$ cat src/rtl/icl1_pkg.sv
package icl1_pkg;

    typedef enum logic [1:0] {
        LN_INV   = 2'd0,
        LN_WAIT  = 2'd1,
        LN_VALID = 2'd2
    } line_st_e;

    typedef enum logic [2:0] {
        EV_NONE      = 3'd0,
        EV_HIT       = 3'd1,
        EV_MISS      = 3'd2,
        EV_EVICT     = 3'd3,
        EV_FILL_KEEP = 3'd4,
        EV_FILL_DROP = 3'd5
    } ctl_ev_e;

    function automatic logic ev_takes_req(ctl_ev_e ev);
        return (ev == EV_HIT) || (ev == EV_MISS) || (ev == EV_EVICT);
    endfunction

    function automatic logic ev_is_fill(ctl_ev_e ev);
        return (ev == EV_FILL_KEEP) || (ev == EV_FILL_DROP);
    endfunction

endpackage

$ cat src/rtl/icl1_line_array.sv
module icl1_line_array
    import icl1_pkg::*;
#(
    parameter int IDX_W  = 2,
    parameter int TAG_W  = 6,
    parameter int DATA_W = 16
) (
    input  logic              clk,
    input  logic              rst,
    input  logic [IDX_W-1:0]  rd_idx,
    output line_st_e          rd_st,
    output logic [TAG_W-1:0]  rd_tag,
    output logic [DATA_W-1:0] rd_data,
    input  logic [IDX_W-1:0]  fl_idx,
    output line_st_e          fl_st,
    input  logic              st_we,
    input  logic [IDX_W-1:0]  st_widx,
    input  line_st_e          st_wval,
    input  logic              tg_we,
    input  logic [IDX_W-1:0]  tg_widx,
    input  logic [TAG_W-1:0]  tg_wval,
    input  logic              dt_we,
    input  logic [IDX_W-1:0]  dt_widx,
    input  logic [DATA_W-1:0] dt_wval
);
    localparam int NL = 1 << IDX_W;

    line_st_e          st_q  [NL];
    logic [TAG_W-1:0]  tag_q [NL];
    logic [DATA_W-1:0] dat_q [NL];

    for (genvar i = 0; i < NL; i++) begin : g_line
        always_ff @(posedge clk) begin
            if (rst) begin
                st_q[i] <= LN_INV;
            end else if (st_we && st_widx == IDX_W'(i)) begin
                st_q[i] <= st_wval;
            end
        end

        always_ff @(posedge clk) begin
            if (rst) begin
                tag_q[i] <= '0;
            end else if (tg_we && tg_widx == IDX_W'(i)) begin
                tag_q[i] <= tg_wval;
            end
        end

        always_ff @(posedge clk) begin
            if (rst) begin
                dat_q[i] <= '0;
            end else if (dt_we && dt_widx == IDX_W'(i)) begin
                dat_q[i] <= dt_wval;
            end
        end
    end

    assign rd_st   = st_q[rd_idx];
    assign rd_tag  = tag_q[rd_idx];
    assign rd_data = dat_q[rd_idx];
    assign fl_st   = st_q[fl_idx];

endmodule

$ cat src/rtl/icl1_miss_track.sv
module icl1_miss_track #(
    parameter int ADDR_W = 8,
    parameter int IDX_W  = 2
) (
    input  logic              clk,
    input  logic              rst,
    input  logic              set,
    input  logic              clr,
    input  logic [ADDR_W-1:0] set_addr,
    output logic              busy,
    output logic [IDX_W-1:0]  idx
);
    always_ff @(posedge clk) begin
        if (rst) begin
            busy <= 1'b0;
            idx  <= '0;
        end else if (set) begin
            busy <= 1'b1;
            idx  <= set_addr[IDX_W-1:0];
        end else if (clr) begin
            busy <= 1'b0;
        end
    end
endmodule

$ cat src/rtl/icl1_dispatch.sv
module icl1_dispatch
    import icl1_pkg::*;
#(
    parameter int TAG_W = 6
) (
    input  logic             req_valid,
    input  logic             req_evict,
    input  logic [TAG_W-1:0] req_tag,
    input  line_st_e         rd_st,
    input  logic [TAG_W-1:0] rd_tag,
    input  logic             fill_valid,
    input  logic             mshr_busy,
    input  line_st_e         fl_st,
    output ctl_ev_e          ev,
    output logic             ready
);
    always_comb begin
        ev = EV_NONE;
        if (fill_valid) begin
            if (mshr_busy) begin
                ev = (fl_st == LN_WAIT) ? EV_FILL_KEEP : EV_FILL_DROP;
            end
        end else if (req_valid) begin
            if (req_evict) begin
                ev = EV_EVICT;
            end else if (rd_st == LN_VALID && rd_tag == req_tag) begin
                ev = EV_HIT;
            end else if (!mshr_busy) begin
                ev = EV_MISS;
            end
        end
    end

    assign ready = ev_takes_req(ev);
endmodule

$ cat src/rtl/icl1_line_ctrl.sv
module icl1_line_ctrl
    import icl1_pkg::*;
#(
    parameter int ADDR_W = 8,
    parameter int IDX_W  = 2,
    parameter int DATA_W = 16
) (
    input  logic              clk,
    input  logic              rst,
    input  logic              req_valid,
    input  logic              req_evict,
    input  logic [ADDR_W-1:0] req_addr,
    output logic              req_ready,
    output logic              mem_req_valid,
    output logic [ADDR_W-1:0] mem_req_addr,
    input  logic              fill_valid,
    input  logic [DATA_W-1:0] fill_data,
    output logic              tag_rd,
    output logic              tag_wr,
    output logic              data_wr,
    output logic              inv_done,
    output logic              resp_valid,
    output logic [DATA_W-1:0] resp_data
);
    localparam int TAG_W = ADDR_W - IDX_W;

    logic [IDX_W-1:0]  req_idx;
    logic [TAG_W-1:0]  req_tag;
    line_st_e          rd_st;
    line_st_e          fl_st;
    logic [TAG_W-1:0]  rd_tag;
    logic [DATA_W-1:0] rd_data;
    logic              mshr_busy;
    logic [IDX_W-1:0]  mshr_idx;
    ctl_ev_e           ev;
    logic              st_we;
    logic [IDX_W-1:0]  st_widx;
    line_st_e          st_wval;

    assign req_idx = req_addr[IDX_W-1:0];
    assign req_tag = req_addr[ADDR_W-1:IDX_W];

    icl1_dispatch #(.TAG_W(TAG_W)) u_disp (
        .req_valid (req_valid),
        .req_evict (req_evict),
        .req_tag   (req_tag),
        .rd_st     (rd_st),
        .rd_tag    (rd_tag),
        .fill_valid(fill_valid),
        .mshr_busy (mshr_busy),
        .fl_st     (fl_st),
        .ev        (ev),
        .ready     (req_ready)
    );

    icl1_miss_track #(.ADDR_W(ADDR_W), .IDX_W(IDX_W)) u_mshr (
        .clk     (clk),
        .rst     (rst),
        .set     (ev == EV_MISS),
        .clr     (ev_is_fill(ev)),
        .set_addr(req_addr),
        .busy    (mshr_busy),
        .idx     (mshr_idx)
    );

    always_comb begin
        st_we   = 1'b0;
        st_widx = req_idx;
        st_wval = LN_INV;
        unique case (ev)
            EV_MISS: begin
                st_we   = 1'b1;
                st_wval = LN_WAIT;
            end
            EV_EVICT: begin
                st_we   = 1'b1;
                st_wval = LN_INV;
            end
            EV_FILL_KEEP: begin
                st_we   = 1'b1;
                st_widx = mshr_idx;
                st_wval = LN_VALID;
            end
            default: ;
        endcase
    end

    icl1_line_array #(.IDX_W(IDX_W), .TAG_W(TAG_W), .DATA_W(DATA_W)) u_lines (
        .clk    (clk),
        .rst    (rst),
        .rd_idx (req_idx),
        .rd_st  (rd_st),
        .rd_tag (rd_tag),
        .rd_data(rd_data),
        .fl_idx (mshr_idx),
        .fl_st  (fl_st),
        .st_we  (st_we),
        .st_widx(st_widx),
        .st_wval(st_wval),
        .tg_we  (ev == EV_MISS),
        .tg_widx(req_idx),
        .tg_wval(req_tag),
        .dt_we  (ev == EV_FILL_KEEP),
        .dt_widx(mshr_idx),
        .dt_wval(fill_data)
    );

    always_ff @(posedge clk) begin
        if (rst) begin
            tag_rd        <= 1'b0;
            tag_wr        <= 1'b0;
            data_wr       <= 1'b0;
            inv_done      <= 1'b0;
            mem_req_valid <= 1'b0;
            mem_req_addr  <= '0;
            resp_valid    <= 1'b0;
            resp_data     <= '0;
        end else begin
            tag_rd        <= ev_takes_req(ev);
            tag_wr        <= (ev == EV_MISS) || (ev == EV_EVICT);
            data_wr       <= (ev == EV_FILL_KEEP);
            inv_done      <= (ev == EV_EVICT);
            mem_req_valid <= (ev == EV_MISS);
            resp_valid    <= (ev == EV_HIT) || ev_is_fill(ev);
            if (ev == EV_MISS) begin
                mem_req_addr <= req_addr;
            end
            if (ev == EV_HIT) begin
                resp_data <= rd_data;
            end else if (ev_is_fill(ev)) begin
                resp_data <= fill_data;
            end
        end
    end

endmodule

$ cat config.mk
export PLATFORM = sky130hd
export DESIGN_NAME = icl1_line_ctrl
export DESIGN_NICKNAME = d
export VERILOG_FILES = /design/src/rtl/icl1_pkg.sv /design/src/rtl/icl1_line_array.sv /design/src/rtl/icl1_miss_track.sv /design/src/rtl/icl1_dispatch.sv /design/src/rtl/icl1_line_ctrl.sv
export SDC_FILE = /design/constraint.sdc
export NUM_CORES = 1
export LEC_CHECK = 0
export BUFFER_PORTS_ARGS = -buffer_cell sky130_fd_sc_hd__buf_2
export CAP_MARGIN = 5
export CORE_MARGIN = 4
export CORE_UTILIZATION = 60
export CTS_BUF_LIST = sky130_fd_sc_hd__clkbuf_8
export DETAILED_ROUTE_END_ITERATION = 12
export HOLD_SLACK_MARGIN = 0.12
export MAX_ROUTING_LAYER = met4
export PLACE_DENSITY = 0.81
export SYNTH_ARGS = -nofsm -noshare
export SYNTH_HDL_FRONTEND = slang
export SYNTH_SLANG_ARGS = --single-unit
$ cat constraint.sdc
create_clock -name clk -period 3.5 [get_ports clk]
set_clock_uncertainty 0.05 [all_clocks]
set_input_delay 0.35 -clock clk [delete_from_list [all_inputs] [get_ports clk]]
set_output_delay 0.35 -clock clk [all_outputs]
set_load 0.02 [all_outputs]
==> impl_metrics.json <==
{
  "run_status": "finished, final reports clean",
  "detailroute.via_count": 4020,
  "startpoint_type": "register",
  "worst-path-buf-inv": 1,
  "worst-endpoint-required_ns": 3.10,
  "groute.usage.overall": 0.2551,
  "num_rows": 36,
  "r2r_cells": 6,
  "post-synth-top-area-fraction": 0.4832,
  "clock.fmax_ghz": 0.3377,
  "num_antenna_cells": 0,
  "max-clock-path-buffers": 2,
  "clk_root_buffer_cell": "sky130_fd_sc_hd__clkbuf_8",
  "layout.nets": 546,
  "register_area_mm2": 0.003543,
  "global_route_wire_length_before_repair_um": 21430,
  "power.density_mw_per_mm2": 486.5,
  "worst_path_dominant_cell_family": "compound AO/OA/AOI/OAI gates",
  "setup_repair_after_global_routing_missed_its_margin": "no",
  "yosys-top-cells-area": "sky130_fd_sc_hd__edfxtp_1 48%, sky130_fd_sc_hd__dfxtp_1 11%, sky130_fd_sc_hd__and2_1 7.0%, sky130_fd_sc_hd__mux4_2 6.4%, sky130_fd_sc_hd__mux2i_1 3.4%",
  "crit_path_max_fanout": 11,
  "timing_worst_slew_pin_value_ns": 0.8312,
  "timing.hold.worst_path_depth": 3,
  "criticalPathCategory": "reg -> out",
  "drc": 0,
  "holdCritPathClass": "in -> reg",
  "buffer_ports.inserted": 59,
  "clock_insertion_delay_at_the_later_pin_of_the_skew_report_ns": 0.44,
  "clock_tree.htree_level_count": 4,
  "detail_route.vias_per_cell": 6.063,
  "worstPathArrival_ns": 2.56,
  "dp_hpwl_um": 8826,
  "drt_first_pass_iters": 6,
  "power.switching_w": 0.0007479,
  "gp_routability_congestion": 0.8196,
  "share_seq_of_total_power": 0.516,
  "worst_path_cell_trace": "mux4_2 > xnor2_1 > o211a_1 > nand3_1 > nand2_1 > buf_2",
  "power.ir.vdd_worst_mv": 0.2691,
  "final.setup.tns_ns": 0,
  "synthesis.area_mm2": 0.005966,
  "final.period_utilization": 0.8461,
  "stdcell_area_mm2": 0.006809,
  "initial_core_utilization": 0.6132,
  "power.total_w": 0.003312,
  "hold-path-endpoint": "inv_done",
  "syn-mean-instance-area_um2": 13.14,
  "clk_pin_slew_worst_paths_ns": 0.07,
  "yosys.cell_types.count": 49,
  "wirelength_um": 13360,
  "io_pins": 60,
  "ys_warn_count": 0,
  "area_of_combinational_cells_with_multiple_inputs_mm2": 0.002202,
  "timing.hold.worst.start": "req_evict",
  "switching_share": 0.2258,
  "synth_top_family_by_area": "simple AND/OR/NAND/NOR gates",
  "area_fraction_in_compound_gates_after_synthesis": 0.09018,
  "cpMaxStageDelayCell": "sky130_fd_sc_hd__o211a_1",
  "timing.final.setup_violations": 0,
  "netlist_instances": 454,
  "post_cts.repair.setup_buffers": 0,
  "cts_resized": 0,
  "holdBufCountCts": 0,
  "clock_sinks": 129,
  "die_width_um": 107.7,
  "globalRouteOverflowTotal": 0,
  "first_iter_violations": 359,
  "synthesis.nets": 483,
  "wire_per_inst_um": 20.15,
  "drive_above_1_share": 0.2547,
  "post-place-ws_ns": 0.4545,
  "cts_made_buffers": 17,
  "grt_antenna_before_repair": 0,
  "cell_area_after_placement_mm2": 0.006391,
  "min_period_ns": 2.962,
  "first_global_vias": 4104,
  "fill_cells": 698,
  "worst_r2r_endpoint": "u_lines.dat_q[1][12]",
  "synth.area.mux_share": 0.1034,
  "design.die.area_mm2": 0.01160,
  "clockPowerShare": 0.406,
  "synth-xor-area-share": 0.007341,
  "floorplan_core_area_mm2": 0.009729,
  "max_cap_violations": 0,
  "tritoncts": "built",
  "synth_simple_gate_area_share": 0.1682,
  "maximum_number_of_pins_on_one_net_before_global_route_repair": 48,
  "setup.worst_path.end_class": "primary output",
  "synth_fa_ha_area_frac": 0,
  "die_height_um": 107.7,
  "report.final.slew_viol_count": 0,
  "worst_path_largest_cell_delay_ns": 0.50,
  "internal_power_w": 0.002565,
  "yosysSeqAreaShare": 0.5940,
  "regToRegSetupSlack_ns": 0.80,
  "static-leakage-power_nw": 2.718,
  "synth.ff_latch_count": 129,
  "power.share.combinational": 0.078,
  "drtAntennaViolNets": 0,
  "report.final.hold_viol_count": 0,
  "synth_top_cell_by_area": "sky130_fd_sc_hd__edfxtp_1",
  "flow.area_growth_from_synthesis_pct": 14.14,
  "timing.max_slew.rel_slack": 0.4459,
  "final.setup.worst_slack_ns": 0.5385
}
[routing by layer]
layer / GRT usage / part of all wire / up-vias
li1: - / - / 1845
met4: 0.1136 / 0.021 / 0
met2: 0.4130 / 0.51 / 166
met3: 0.05639 / 0.066 / 30
met5: - / 0 / -
met1: 0.3092 / 0.40 / 1979
[per-stage QoR]
stage | cells | hold slack, ns | utilization
3_3_place_gp | 631 | 0.4072 | 0.6569
5_1_grt | 663 | 0.1713 | 0.6998
3_5_place_dp | 631 | 0.4198 | 0.6569
2_1_floorplan | 454 | 0.4554 | -
6_report | 663 | 0.1658 | 0.6998
4_1_cts | 663 | 0.1397 | 0.6998
[registers in the layout, summed over array words and instances (netlist names), named ones only]
name,count
data_wr,1
inv_done,1
mem_req_addr,8
mem_req_valid,1
resp_data,16
resp_valid,1
tag_rd,1
tag_wr,1
u_lines.dat_q,64
u_lines.st_q,8
u_lines.tag_q,24
u_mshr.busy,1
[cells in the mapped netlist (all sizes together)]
cell type,count
inv,9
o211a,1
o21bai,4
a31o,2
xor2,1
o32a,1
and2,68
a211oi,2
mux4,17
buf,17
o2bb2ai,1
a311oi,17
a32o,1
o21ba,1
o21ai,1
a2111oi,1
nand2b,22
nor4b,1
nand2,6
dfxtp,33
o221ai,1
o22ai,1
xnor2,4
a32oi,1
nor3,3
a21o,4
mux2,3
o31ai,17
nor3b,2
nor4,1
nor2b,4
nor2,23
nand3,1
a21boi,1
and3,24
nand4,15
mux2i,20
o211ai,1
nand3b,1
a21oi,5
o2111a,1
edfxtp,96
o21a,1
clkbuf,18
[worst max-delay path by stage]
stage / end / slack (ns) / from / depth (start not counted)
6_report: req_ready / 0.54 / u_lines.tag_q[0][3] / 6
5_1_grt: req_ready / 0.41 / req_addr[1] / 9
4_1_cts: req_ready / 0.53 / u_lines.tag_q[0][3] / 6
3_5_place_dp: u_lines.tag_q[0][4] / 0.45 / req_addr[1] / 8
3_3_place_gp: u_lines.tag_q[0][2] / 0.53 / req_addr[1] / 8
2_1_floorplan: u_lines.tag_q[1][0] / 0.89 / req_addr[1] / 10
[cell type report]
| cell class | count | area share |
|---|---|---|
| Sequential cell | 129 | 0.5204 |
| Multi-Input combinational cell | 281 | 0.3234 |
| Timing Repair Buffer | 79 | 0.06542 |
| Clock buffer | 18 | 0.03638 |
| Inverter | 9 | 0.004961 |
| Clock inverter | 14 | 0.02499 |
| Tap cell | 133 | 0.02444 |
[tightest hold or removal path, stage by stage]
cell,delay (ns)
sky130_fd_sc_hd__buf_2,0.11
sky130_fd_sc_hd__inv_1,0.09
sky130_fd_sc_hd__nor3_1,0.05
[cell families (layout without fill, tap and decap cells)]
kind of cell           count (synthesis)  after routing
AND/OR/NAND/NOR                      171            171
flip-flops                           129            129
multiplexers                          40             40
buffers and inverters                 44            120
XOR/XNOR                               5              5
AO/OA/AOI/OAI                         65             65
[cell usage in the layout (no fill, tap or decap), drive strengths merged, types with 17 or more instances in the layout]
master	synthesis	routed
buf	17	79
and2	68	68
edfxtp	96	96
dfxtp	33	33
and3	24	24
mux2i	20	20
o31ai	17	17
clkbuf	18	18
nand2b	22	22
mux4	17	17
a311oi	17	17
nor2	23	23
[power by group through the flow]
| stage | sequential (W) | combinational [W] | clock, W |
|---|---|---|---|
| final | 0.00171 | 0.000259 | 0.00134 |
| after global routing | 0.00171 | 0.000279 | 0.00143 |
| after CTS | 0.00171 | 0.000258 | 0.00135 |
| after detailed placement | 0.00174 | 0.000256 | 0 |
| after global placement | 0.00174 | 0.000249 | 0 |
| after floorplan | 0.00175 | 0.000155 | 0 |
No activity file was read; power rests on OpenSTA's default activity.
